--- src/rtl/xcvr_rst_seq.sv ---
module xcvr_rst_seq #(
  parameter int PD_CYCLES  = 16,
  parameter int TX_SETTLE  = 8,
  parameter int RX_SETTLE  = 8,
  parameter bit USE_PLL_CAL = 1'b1
) (
  input  logic clk,
  input  logic rst,
  input  logic tx_dig_manual,
  input  logic rx_dig_manual,
  input  logic pll_locked,
  input  logic pll_cal_busy,
  input  logic tx_cal_busy,
  input  logic rx_cal_busy,
  input  logic rx_locked_ref,
  input  logic rx_locked_data,
  output logic pll_pwrdn,
  output logic tx_ana_rst,
  output logic tx_dig_rst,
  output logic rx_ana_rst,
  output logic rx_dig_rst,
  output logic tx_ready,
  output logic rx_ready
);
  localparam int PD_W = $clog2(PD_CYCLES + 1);
  localparam int TX_W = $clog2(TX_SETTLE + 1);
  localparam int RX_W = $clog2(RX_SETTLE + 1);
  localparam logic [PD_W-1:0] PD_LAST = PD_W'(PD_CYCLES - 1);
  localparam logic [TX_W-1:0] TX_LAST = TX_W'(TX_SETTLE - 1);
  localparam logic [RX_W-1:0] RX_LAST = RX_W'(RX_SETTLE - 1);

  logic [5:0] meta_q, sync_q;
  logic [PD_W-1:0] pd_cnt;
  logic [TX_W-1:0] tx_cnt;
  logic [RX_W-1:0] rx_cnt;

  always_ff @(posedge clk or posedge rst) begin
    if (rst) begin
      meta_q <= '0;
      sync_q <= '0;
    end else begin
      meta_q <= {pll_locked, pll_cal_busy, tx_cal_busy,
                 rx_cal_busy, rx_locked_ref, rx_locked_data};
      sync_q <= meta_q;
    end
  end

  wire s_pll_lock  = sync_q[5];
  wire s_pll_cal   = sync_q[4];
  wire s_tx_cal    = sync_q[3];
  wire s_rx_cal    = sync_q[2];
  wire s_rx_lref   = sync_q[1];
  wire s_rx_ldata  = sync_q[0];

  wire tx_busy = s_tx_cal | (USE_PLL_CAL & s_pll_cal);
  wire tx_ok   = ~tx_ana_rst & s_pll_lock & ~tx_busy;
  wire rx_ok   = ~rx_ana_rst & s_rx_ldata;

  always_ff @(posedge clk or posedge rst) begin
    if (rst) begin
      pll_pwrdn <= 1'b1;
      pd_cnt    <= '0;
    end else if (pll_pwrdn) begin
      pd_cnt <= pd_cnt + 1'b1;
      if (pd_cnt == PD_LAST) pll_pwrdn <= 1'b0;
    end
  end

  always_ff @(posedge clk or posedge rst) begin
    if (rst) tx_ana_rst <= 1'b1;
    else     tx_ana_rst <= pll_pwrdn;
  end

  always_ff @(posedge clk or posedge rst) begin
    if (rst) rx_ana_rst <= 1'b1;
    else if (!pll_pwrdn && !s_rx_cal && s_rx_lref) rx_ana_rst <= 1'b0;
  end

  always_ff @(posedge clk or posedge rst) begin
    if (rst) begin
      tx_dig_rst <= 1'b1;
      tx_cnt     <= '0;
    end else begin
      tx_cnt <= (tx_ok && tx_dig_rst) ? tx_cnt + 1'b1 : '0;
      if (tx_dig_rst) begin
        if (tx_ok && tx_cnt == TX_LAST) tx_dig_rst <= 1'b0;
      end else if (!tx_dig_manual && !s_pll_lock) begin
        tx_dig_rst <= 1'b1;
      end
    end
  end

  always_ff @(posedge clk or posedge rst) begin
    if (rst) begin
      rx_dig_rst <= 1'b1;
      rx_cnt     <= '0;
    end else begin
      rx_cnt <= (rx_ok && rx_dig_rst) ? rx_cnt + 1'b1 : '0;
      if (rx_dig_rst) begin
        if (rx_ok && rx_cnt == RX_LAST) rx_dig_rst <= 1'b0;
      end else if (!rx_dig_manual && !s_rx_ldata) begin
        rx_dig_rst <= 1'b1;
      end
    end
  end

  assign tx_ready = ~tx_dig_rst;
  assign rx_ready = ~rx_dig_rst;
endmodule

--- config.mk ---
export PLATFORM = sky130hd
export DESIGN_NAME = xcvr_rst_seq
export DESIGN_NICKNAME = d
export VERILOG_FILES = /design/src/rtl/xcvr_rst_seq.sv
export SDC_FILE = /design/constraint.sdc
export NUM_CORES = 1
export LEC_CHECK = 0
export ABC_CLOCK_PERIOD_IN_PS = 3800
export BUFFER_PORTS_ARGS = -buffer_cell sky130_fd_sc_hd__buf_2
export CAP_MARGIN = 40
export CORE_MARGIN = 4
export CORE_UTILIZATION = 57
export DETAILED_ROUTE_END_ITERATION = 16
export PLACE_DENSITY_LB_ADDON = 0.25
export RECOVER_POWER = 100
export SYNTH_ARGS = -nofsm -noshare
export SYNTH_HDL_FRONTEND = slang
export SYNTH_SLANG_ARGS = --single-unit
--- constraint.sdc ---
create_clock -name clk -period 3.8 [get_ports clk]
set_input_delay 0 -clock clk [delete_from_list [all_inputs] [get_ports clk]]
set_output_delay 0 -clock clk [all_outputs]
set_load 0.01 [all_outputs]
======== Word-level counts from Yosys, hierarchy flattened ========
Cells that the tools add are included.
Widths: inputs -> output; s select.
operators by class
  muxes and demuxes ....................... 10
  $add $sub $neg .......................... 3
  bitwise operators ....................... 9
  reduce and logical (&&, ||, !) cells .... 14
  equality and inequality tests ........... 3
operators with widths
  kind                 number
  $add 4x1->4 const B  2
  $eq 4x3->1 const B   2
  $logic_and 1x1->1    8
  $mux 1               8
  $mux 4               2
  $logic_not 1->1      6
  $add 5x1->5 const B  1
  $eq 5x4->1 const B   1
  $not 1->1            5
  $and 1x1->1          3
  $or 1x1->1           1
storage, ports and cells
  output and inout bits ................... 7
  register bits ........................... 30
  input bits .............................. 10

======== Logic depth before layout (Yosys ltp) ========
Gate-level depths: netlist of run 1.
  depth in word-level cells ............... 6
  depth in mapped cells ................... 4

======== Worst setup path after synthesis of run 1 ========
OpenSTA, ideal clock, no wires.
  path type ............................... register to register
  start ................................... reg pll_pwrdn
  end ..................................... reg pd_cnt[1]
  setup time .............................. 0.125 ns
  stages on the path, launching flop included .. 3
  buffers on the path ..................... 1
  arrival ................................. 1.138 ns
  slack ................................... 2.537 ns
  path through ............................ dfstp_2 clkbuf_1 mux2_2
RTL lines
  element                   line  text
  start: declaration        17    output logic pll_pwrdn,
  start signal: assignment  61    pll_pwrdn <= 1'b1;
  start signal: assignment  65    if (pd_cnt == PD_LAST) pll_pwrdn <= 1'b0;
  end signal: assignment    64    pd_cnt <= pd_cnt + 1'b1;
  end: declaration          33    logic [PD_W-1:0] pd_cnt;
No word-level cell between the ends.

==> results.md, run 1 <==
- The clock tree synthesis step divided the H-tree into 2 levels.
- The maximum frequency from static timing analysis is 650 MHz.
- Buffers placed on the I/O ports in this run total 16.
- Summing over every cut layer, the via total after detailed routing is 631.
- After detailed routing, the number of remaining DRC violations is 0.
- The critical path required time is around 4.0 ns.
- The boundary pin count is 17.
- The half-perimeter wire length of the detailed placement result is 1130 µm.
- The clock net in this run drives a total of 30 sinks.
- Of the available clock period, the critical path in the final layout requires 40.5%.
- The flip-flop and latch area is between 700 and 800 µm².
- The actual slew at the worst max-slew pin is 1.22 ns.
- The biggest area contributor in the post-synthesis netlist is sky130_fd_sc_hd__dfrtp_1.
- The initial antenna violation count is 0.
- The full die area is 2630 µm².
- The via density per instance is 4.78.
- Before antenna repair, the detailed router went through 4 iterations.
- The CTS tree is done.
- The mapped netlist covers approximately 1100 µm².
- The number of max-slew violations in the final report is 0.
- The number of setup buffers added after CTS is 0.
- The critical path's top delay family is buffers and inverters.
- The number of global-route vias before repair is 665.
- Compared with the post-synthesis result, the final layout area differs by 22.4%.
- The cell type of the slowest stage on the worst timing path is sky130_fd_sc_hd__clkbuf_1.
- The areal power density over the cells is between 400 and 500 nW/µm².
- The count of cells resized by post-cts repair is 0.
- The run finished with clean final reports.
- The count of endpoints failing hold in the final timing report was 0.
- In this run the horizontal extent of the chip is roughly 51 µm.
- Walking the worst path, the cells encountered are dlygate4sd3_1, buf_2, inv_1, clkbuf_1.
- Setup repair after global routing left no endpoint under its margin.
- In this design, the stage delay of the slowest critical-path cell is ~0.93 ns.
- The maximum clock insertion buffer count is 2.
- The tree is rooted in a sky130_fd_sc_hd__clkbuf_4.
- Clock-pin slew was measured on the worst setup and hold paths at 0.08 ns.
- The initial standard-cell utilization of the core is between 60% and 70%.
- Summed over all cells, the static leakage comes to 0.630 nW.
- The max-slew headroom at the worst pin is between 10% and 20%.
- Clock skew on the completed layout was measured at around 0.0056 ns.
- The count of nets left with antenna violations once routing finished came out at 0.
- The count of buffer and inverter cells on the critical path is 4.
- Synthesis inferred 30 register bits.
- Entering global routing, the biggest net connects 25 pins.
- The total wire length is 1600 µm.
- The sum of negative setup slack is 0 ns.
- Setup violations remaining at the end of the flow were counted as 0.
- The worst path needs 1.54 ns of the cycle, external delays included.
- Counting the buffers created by CTS gives 5.
- The number of cells after detailed placement is 115.
- In the post-synthesis netlist, the biggest area contributors are sky130_fd_sc_hd__dfrtp_1 59%, sky130_fd_sc_hd__dfstp_2 12%, sky130_fd_sc_hd__ha_1 4.7%, sky130_fd_sc_hd__xnor2_1 3.3%, sky130_fd_sc_hd__nor2_1 3.2%.
- The number of antenna diodes in the final layout is 0.
- The total area inside the core boundary comes to approximately 1700 µm².
- The worst setup path is captured at an asynchronous set/reset pin.
- The largest voltage drop on the vdd net is around 0.00029 V.
- For this run, the register share of the synthesized area comes to 70.9%.
- The cell count after synthesis is 74.
- The critical path launch point type is a primary input.
- The final estimated routing congestion in global placement is 0.695.
- The synthesized area per cell is 14.4 µm².
- The share of post-route cells with drive strength above 1 is slightly below 20%.
- The first global-routing pass estimated 2860 µm of wire.
- The net count of the finished layout is 120.
- Synthesis produced a netlist with a net count of 88.
- The number of standard-cell rows in the floorplan is 15.
- The number of max-cap violations is 0.
- The count of filler cells inserted in the layout is approximately 130.
- For this block, the initial DRC count from the detailed router was 1.
- The global-route total usage across every layer is 16.3%.
- The path class of the lowest-slack min-delay path is primary input to asynchronous set/reset pin.
- The average wire per standard cell is about 12 µm.
- The finished layout holds 132 standard cells, fillers aside.
- The number of different library cells in the post-synthesis netlist is 23.
- The vertical extent of the die is just over 50 µm.
- The signal arrival time at the worst endpoint is 1.78 ns.
- The multi-input logic area is 273 µm².
- The biggest fanout along the worst timing path is 24.
- The top-area cell type share of the netlist area is approximately three fifths.
- After global routing the overflow that remains totals 0.
- The clock latency on the worst-skew pair is ~0.32 ns.
- The class of the most critical setup path is primary input to asynchronous set/reset pin.
- The number of synthesis warnings is 0.
-- layout by cell type, fill, tap and decap left out --
cell type / synthesis / routed
sky130_fd_sc_hd__nor4b_1: 0 / 1
sky130_fd_sc_hd__nand4_1: 1 / 1
sky130_fd_sc_hd__a21boi_0: 2 / 2
sky130_fd_sc_hd__and3_2: 1 / 1
sky130_fd_sc_hd__nand3_1: 2 / 2
sky130_fd_sc_hd__mux2i_1: 1 / 1
sky130_fd_sc_hd__ha_1: 4 / 4
sky130_fd_sc_hd__inv_1: 5 / 5
sky130_fd_sc_hd__dfstp_2: 5 / 1
sky130_fd_sc_hd__clkbuf_1: 1 / 8
sky130_fd_sc_hd__dfrtp_1: 25 / 25
sky130_fd_sc_hd__mux2_2: 1 / 1
sky130_fd_sc_hd__nor2_1: 9 / 9
sky130_fd_sc_hd__o32a_1: 1 / 1
sky130_fd_sc_hd__xnor2_1: 4 / 4
sky130_fd_sc_hd__buf_2: 0 / 11
sky130_fd_sc_hd__nor2b_1: 1 / 1
sky130_fd_sc_hd__dfstp_1: 0 / 4
sky130_fd_sc_hd__o21ai_0: 1 / 1
sky130_fd_sc_hd__nand3b_1: 1 / 1
sky130_fd_sc_hd__nand2_1: 2 / 2
sky130_fd_sc_hd__and3_1: 1 / 1
sky130_fd_sc_hd__nor4bb_1: 1 / 1
sky130_fd_sc_hd__dlygate4sd3_1: 0 / 9
sky130_fd_sc_hd__xor2_1: 3 / 3
sky130_fd_sc_hd__clkbuf_4: 0 / 5
sky130_fd_sc_hd__nand2_2: 1 / 1
sky130_fd_sc_hd__clkbuf_8: 0 / 1
-- cell usage after synthesis --
master and instances:
sky130_fd_sc_hd__clkbuf_1 1, sky130_fd_sc_hd__ha_1 4, sky130_fd_sc_hd__mux2_2 1, sky130_fd_sc_hd__nand3_1 2, sky130_fd_sc_hd__nand3b_1 1, sky130_fd_sc_hd__nand2_1 2
sky130_fd_sc_hd__mux2i_1 1, sky130_fd_sc_hd__xnor2_1 4, sky130_fd_sc_hd__nor4b_4 1, sky130_fd_sc_hd__nor2_1 9, sky130_fd_sc_hd__o21ai_0 1, sky130_fd_sc_hd__xor2_1 3
sky130_fd_sc_hd__and3_2 1, sky130_fd_sc_hd__nand4_1 1, sky130_fd_sc_hd__dfstp_2 5, sky130_fd_sc_hd__nor2b_1 1, sky130_fd_sc_hd__nor4bb_1 1, sky130_fd_sc_hd__dfrtp_1 25
sky130_fd_sc_hd__nand2_2 1, sky130_fd_sc_hd__a21boi_0 2, sky130_fd_sc_hd__and3_1 1, sky130_fd_sc_hd__inv_1 5, sky130_fd_sc_hd__o32a_1 1
-- what timing repair did --
item	CTS	global route
setup endpoints to repair	0	0
hold buffers	9	0
hold endpoints to repair	34	0
-- layer usage --
metal / global-route usage, % / wire, µm / vias to the layer above
met5: 0 / 0 / -
met4: 13.1 / 61 / 0
met3: 6.12 / 89 / 7
met2: 24.2 / 811 / 19
met1: 18.5 / 636 / 300
li1: - / - / 305
-- worst register-to-register path: cells and delay by family (launching register included) --
kind | cells | cell delay [ns]
compound gates | 1 | 0.35
simple gates | 2 | 0.61
flops | 1 | 0.37
-- metrics by stage --
stage / instance area [µm²] / utilization (%) / power, mW / hold WS [ns] / setup WS [ns]
6_report: 1310 / 74.8 / 0.570 / 0.138 / 2.26
5_1_grt: 1310 / 74.8 / 0.606 / 0.138 / 1.98
4_1_cts: 1350 / 77.4 / 0.588 / 0.161 / 2.51
3_5_place_dp: 1200 / 68.9 / 0.392 / -0.0279 / 2.53
3_3_place_gp: 1170 / 67.3 / 0.385 / 0.108 / 2.58
2_1_floorplan: 1070 / - / 0.372 / 0.0314 / 2.54
-- area by class of cell --
class / instances / share of cell area, %
clock buffer: 8 / 4.50
inverter: 5 / 1.44
multi-input combinational: 38 / 20.9
sequential: 30 / 58.0
tap: 25 / 2.39
timing repair buffer: 26 / 12.8
-- power by group --
| part | leakage [nW] | internal (mW) | total (mW) | switching [mW] |
|---|---|---|---|---|
| sequential | 0.369 | 0.335 | 0.343 | 0.00807 |
| combinational | 0.229 | 0.0206 | 0.0428 | 0.0222 |
| clock | 0.0326 | 0.0911 | 0.184 | 0.0932 |
| total | 0.630 | 0.447 | 0.570 | 0.123 |
-- flip-flops by register name, summed over array words and instances (netlist names), 4 cells and up --
register	cells
meta_q	6
sync_q	6
pd_cnt	5
rx_cnt	4
tx_cnt	4
-- worst paths after layout --
check,start,endpoint,slack [ns],depth (start not counted)
min reg2reg,meta_q[4],sync_q[4],0.35,0
min,rst,rx_cnt[0],0.14,3
max,rst,pd_cnt[4],2.26,4
min in group clk,rx_cal_busy,meta_q[2],0.33,2
max reg2reg,tx_ana_rst,tx_dig_rst,2.41,3
max in group clk,tx_ana_rst,tx_dig_rst,2.41,3
-- kinds of logic (layout without fill, tap and decap cells) --
| logic type | Yosys count | count (layout) | share of synthesized area [%] |
|---|---|---|---|
| xor gates and xnor gates | 7 | 7 | 5.74 |
| and+or+nand+nor | 21 | 21 | 11.7 |
| DFF | 30 | 30 | 70.9 |
| adders and majority gates | 4 | 4 | 4.69 |
| AOI/OAI and AO/OA | 4 | 4 | 2.81 |
| buffers and inverters | 6 | 39 | 2.11 |
| muxes | 2 | 2 | 1.99 |
Power figures use the tool's default switching activity.
==> inputs of run 2 (changes only) <==
--- a/config.mk
+++ b/config.mk
@@ -5,11 +5,12 @@
 export SDC_FILE = /design/constraint.sdc
 export NUM_CORES = 1
 export LEC_CHECK = 0
-export ABC_CLOCK_PERIOD_IN_PS = 3800
+export ABC_AREA = 1
+export ABC_CLOCK_PERIOD_IN_PS = 1350
 export BUFFER_PORTS_ARGS = -buffer_cell sky130_fd_sc_hd__buf_2
 export CAP_MARGIN = 40
 export CORE_MARGIN = 4
-export CORE_UTILIZATION = 57
+export CORE_UTILIZATION = 48
 export DETAILED_ROUTE_END_ITERATION = 16
 export PLACE_DENSITY_LB_ADDON = 0.25
 export RECOVER_POWER = 100
==> constraint.sdc (replaced) <==
create_clock -name clk -period 1.35 [get_ports clk]
set_input_delay 0 -clock clk [delete_from_list [all_inputs] [get_ports clk]]
set_output_delay 0 -clock clk [all_outputs]
set_load 0.01 [all_outputs]
==> results.md, run 2 <==
- In this run, placement finished with an instance count of 147.
- In the global route stage, overall resource usage came out at a little over an eighth.
- The biggest fanout along the worst timing path is 3.
- The largest registers in the layout are meta_q: 6 flops, sync_q: 6 flops, pd_cnt: 5 flops.
- In the routed design, unresolved DRC markers number 0.
- The initial antenna violation count came to 0.
- The most common library cell in the layout ignoring fill and taps is sky130_fd_sc_hd__dfrtp_1.
- Using the TritonRoute via totals, the vias-per-cell ratio works out to 4.52.
- The post-route netlist has 14.0% of its cells at a drive strength greater than 1.
- The number of design-rule violations left by the first detailed-router iteration is 17.
- The predominant post-synthesis flop cell is sky130_fd_sc_hd__dfrtp_1.
- In the layout the commonest cells are 25 x sky130_fd_sc_hd__dfrtp_1, 20 x sky130_fd_sc_hd__nor2_1, 17 x sky130_fd_sc_hd__inv_1, 16 x sky130_fd_sc_hd__nand2_1, 10 x sky130_fd_sc_hd__buf_2.
- The worst setup path is launched from a flop.
- The total wire length is 1790 µm.
- The count of flip-flops with a built-in enable after synthesis is 0.
- From synthesis to final layout, the design area changed by 24.1%.
- The signal on the critical path passes through ha_1, nand2_1, nor2_1, ha_1, o21ai_0.
- For met3 alone, demand over resource in global routing was 4.41%.
- The number of max-cap violations is 0.
- The post-route antenna net violation count is 0.
- The met1 track demand over resource is ~16%.
- Setup repair after global routing left no endpoint under its margin.
- The detailed-router iteration count before antenna repair is 4.
- Excluding fillers, the count of instances in the completed layout stands at 164.
- The critical path's top delay family is adder cells.
- The number of global-route vias before repair is 755.
- The number of sinks on the clock net is 30.
- The final standard cell utilization of the core is 61.9%.
- Dividing the synthesized area by the synthesized cell count gives 10.7 µm².
- The number of synthesis warnings is 0.
- The cell type of the slowest stage on the worst timing path is sky130_fd_sc_hd__dfrtp_1.
- The number of buffers created by CTS is 5.
- The maximum frequency from static timing analysis is 815 MHz.
- The run finished with clean final reports.
- The region available for standard cell placement spans approximately 2200 µm².
- The worst setup skew after layout is ~0.011 ns.
- In the post-synthesis netlist, the cell with the most instances is sky130_fd_sc_hd__dfrtp_1.
- The global routing's busiest layer is met2.
- The total number of H-tree levels is 2.
- For this design the static power due to leakage is between 0.7 and 0.8 nW.
- Data on the critical path arrives at its endpoint at around 1.5 ns.
- The proportion of synthesized flip-flops having asynchronous set or reset is 100%.
- The sum of negative setup slack is 0 ns.
- The leading area contributor after synthesis is sky130_fd_sc_hd__dfrtp_1.
- The synthesized area is approximately 1100 µm².
- The count of endpoints failing hold in the final timing report was 0.
- The most numerous cell type found on the critical path is sky130_fd_sc_hd__ha_1.
- Subtracting the final worst setup slack from the clock period gives 1.23 ns.
- In this run the power spent charging and discharging nets is 0.326 mW.
- Clock-pin slew was measured on the worst setup and hold paths at 0.08 ns.
- The tree is rooted in a sky130_fd_sc_hd__clkbuf_4.
- For the worst-skew pair, the clock arrives at the later sink with an insertion delay of 0.31 ns.
- The count of cells resized by post-cts repair is 0.
- For met2 alone, demand over resource in global routing was 21.5%.
- The commonest cells after synthesis are 25 x sky130_fd_sc_hd__dfrtp_1, 20 x sky130_fd_sc_hd__nor2_1, 17 x sky130_fd_sc_hd__inv_1.
- The clock network fraction of total power is 33.9%.
- Net switching is 21.1% of the power.
- The half-perimeter wire length of the detailed placement result is 1190 µm.
- The full die area is 3100 µm².
- 17 I/O pins were placed.
- The number of standard-cell rows in the floorplan is 17.
- The congestion estimate from routability-driven global placement came to a little under 0.8.
- In this run the tool buffered the top-level ports with 16 buffer cells.
- The share of the clock period used by the worst path is about nine tenths.
- The number of different library cells in the post-synthesis netlist is 13.
- The setup violation total in the final timing report is 0.
- For this configuration, the core starts out at a cell density of 49.9%.
- The class of the most critical setup path is flop to flop.
- IR analysis of the VDD net gives a maximum drop of 0.000807 V.
- The actual slew at the worst max-slew pin is 0.710 ns.
- 0 antenna diodes ended up in the layout.
- The cell internal power dissipation is 1.22 mW.
- The top-area cell type share of the netlist area is a little under three fifths.
- STA classifies the critical path endpoint as a flop.
- The number of max-slew violations in the final report is 0.
- The CTS tree is done.
- The sequential group share of total power is between 60% and 70%.
- The average wire per standard cell is 10.9 µm.
- The maximum clock insertion buffer count is 2.
- The vertical extent of the die is approximately 56 µm.
- The post-synthesis register bit count is 30.
- The post-synthesis net count is 116.
- The sequential element share of the synthesized area is 69.3%.
- The first global-routing pass estimated 3130 µm of wire.
- The delay contributed by the slowest stage of the critical path is between 0.4 and 0.5 ns.
- Summed over all layers, the global routing overflow is 0.
- Of the total power, combinational logic draws between 5 and 6%.
- The die is 55.7 µm wide.
- Entering global routing, the biggest net connects 31 pins.
- The net count of the finished layout is 149.
- The critical path required time is 1.58 ns.
- Synthesis handed over a netlist of 102 instances.
- By area the synthesized netlist is led by sky130_fd_sc_hd__dfrtp_1 57%, sky130_fd_sc_hd__dfstp_2 12%, sky130_fd_sc_hd__nor2_1 6.9%, sky130_fd_sc_hd__inv_1 5.8%, sky130_fd_sc_hd__nand2_1 5.5%.
- The total via count in the routed design is approximately 740.
- The count of buffer and inverter cells on the critical path is 0.
- Measured against its own limit, the worst slew margin works out to 52.7%.
- The final total power is 1.54 mW.
- Once routing completed, OpenROAD measured the worst setup slack at 0.123 ns.
- Before CTS, the worst setup slack after placement is 0.118 ns.
- The path class of the lowest-slack min-delay path is primary input to flop.
- For this design the ratio of total power to cell area is 1140 nW/µm².
run 2: layout make-up:
class                      instances  area [µm²]
tap                               28        35.0
clock inverter                     1        5.00
timing repair buffer              26         168
inverter                          17        63.8
multi-input combinational         55         272
clock buffer                       7        55.1
fill                             183         836
sequential                        30         757
run 2: power groups by stage:
| stage | clock network [mW] | logic (mW) | registers (mW) |
|---|---|---|---|
| finish | 0.523 | 0.0801 | 0.940 |
| floorplan | 0 | 0.0354 | 0.954 |
| CTS | 0.549 | 0.0829 | 0.941 |
| detailed placement | 0 | 0.0631 | 0.958 |
| global placement | 0 | 0.0581 | 0.956 |
| global route | 0.583 | 0.0936 | 0.945 |
run 2: path summary, 6_finish.rpt:
| check | startpoint | end | slack (ns) | depth (start not counted) |
|---|---|---|---|---|
| max in group asynchronous | rst | pd_cnt[1] | 0.44 | 4 |
| hold / removal | rx_cal_busy | meta_q[2] | 0.34 | 2 |
| setup reg to reg | pd_cnt[0] | pd_cnt[4] | 0.12 | 5 |
| hold reg to reg | meta_q[4] | sync_q[4] | 0.35 | 0 |
| min in group asynchronous | rst | sync_q[4] | 0.45 | 4 |
| setup / recovery | pd_cnt[0] | pd_cnt[4] | 0.12 | 5 |
run 2: worst reg2reg max path, delay by kind of cell, from the launching register on:
kind | cells | cell delay (ns)
adder cells (fa/ha/maj) | 2 | 0.47
flip-flops | 1 | 0.41
AO/OA/AOI/OAI | 1 | 0.16
AND/OR/NAND/NOR | 2 | 0.12
run 2: cell families after synthesis:
group | count (synthesis) | synth area share [%]
buffers and inverters | 17 | 5.84
DFF | 30 | 69.3
and+or+nand+nor | 44 | 16.4
xor gates and xnor gates | 2 | 1.60
adders and majority gates | 4 | 4.58
AOI/OAI and AO/OA | 5 | 2.29
run 2: per-stage QoR:
step	area [µm²]	hold slack, ns
CTS	1370	0.312
global route	1360	0.338
detailed placement	1210	0.110
global placement	1210	0.0827
floorplan	1090	0.0314
finish	1360	0.340
run 2: repair_timing:
action | in CTS | in global routing
endpoints found under the hold margin | 33 | 0
buffers inserted | 0 | 0
hold buffers | 9 | 0
run 2: metal layers:
layer	vias to the layer above	part of all wire (%)
met5	-	0
met2	17	51
met1	347	44
met4	0	0.62
met3	2	4.4
li1	375	-
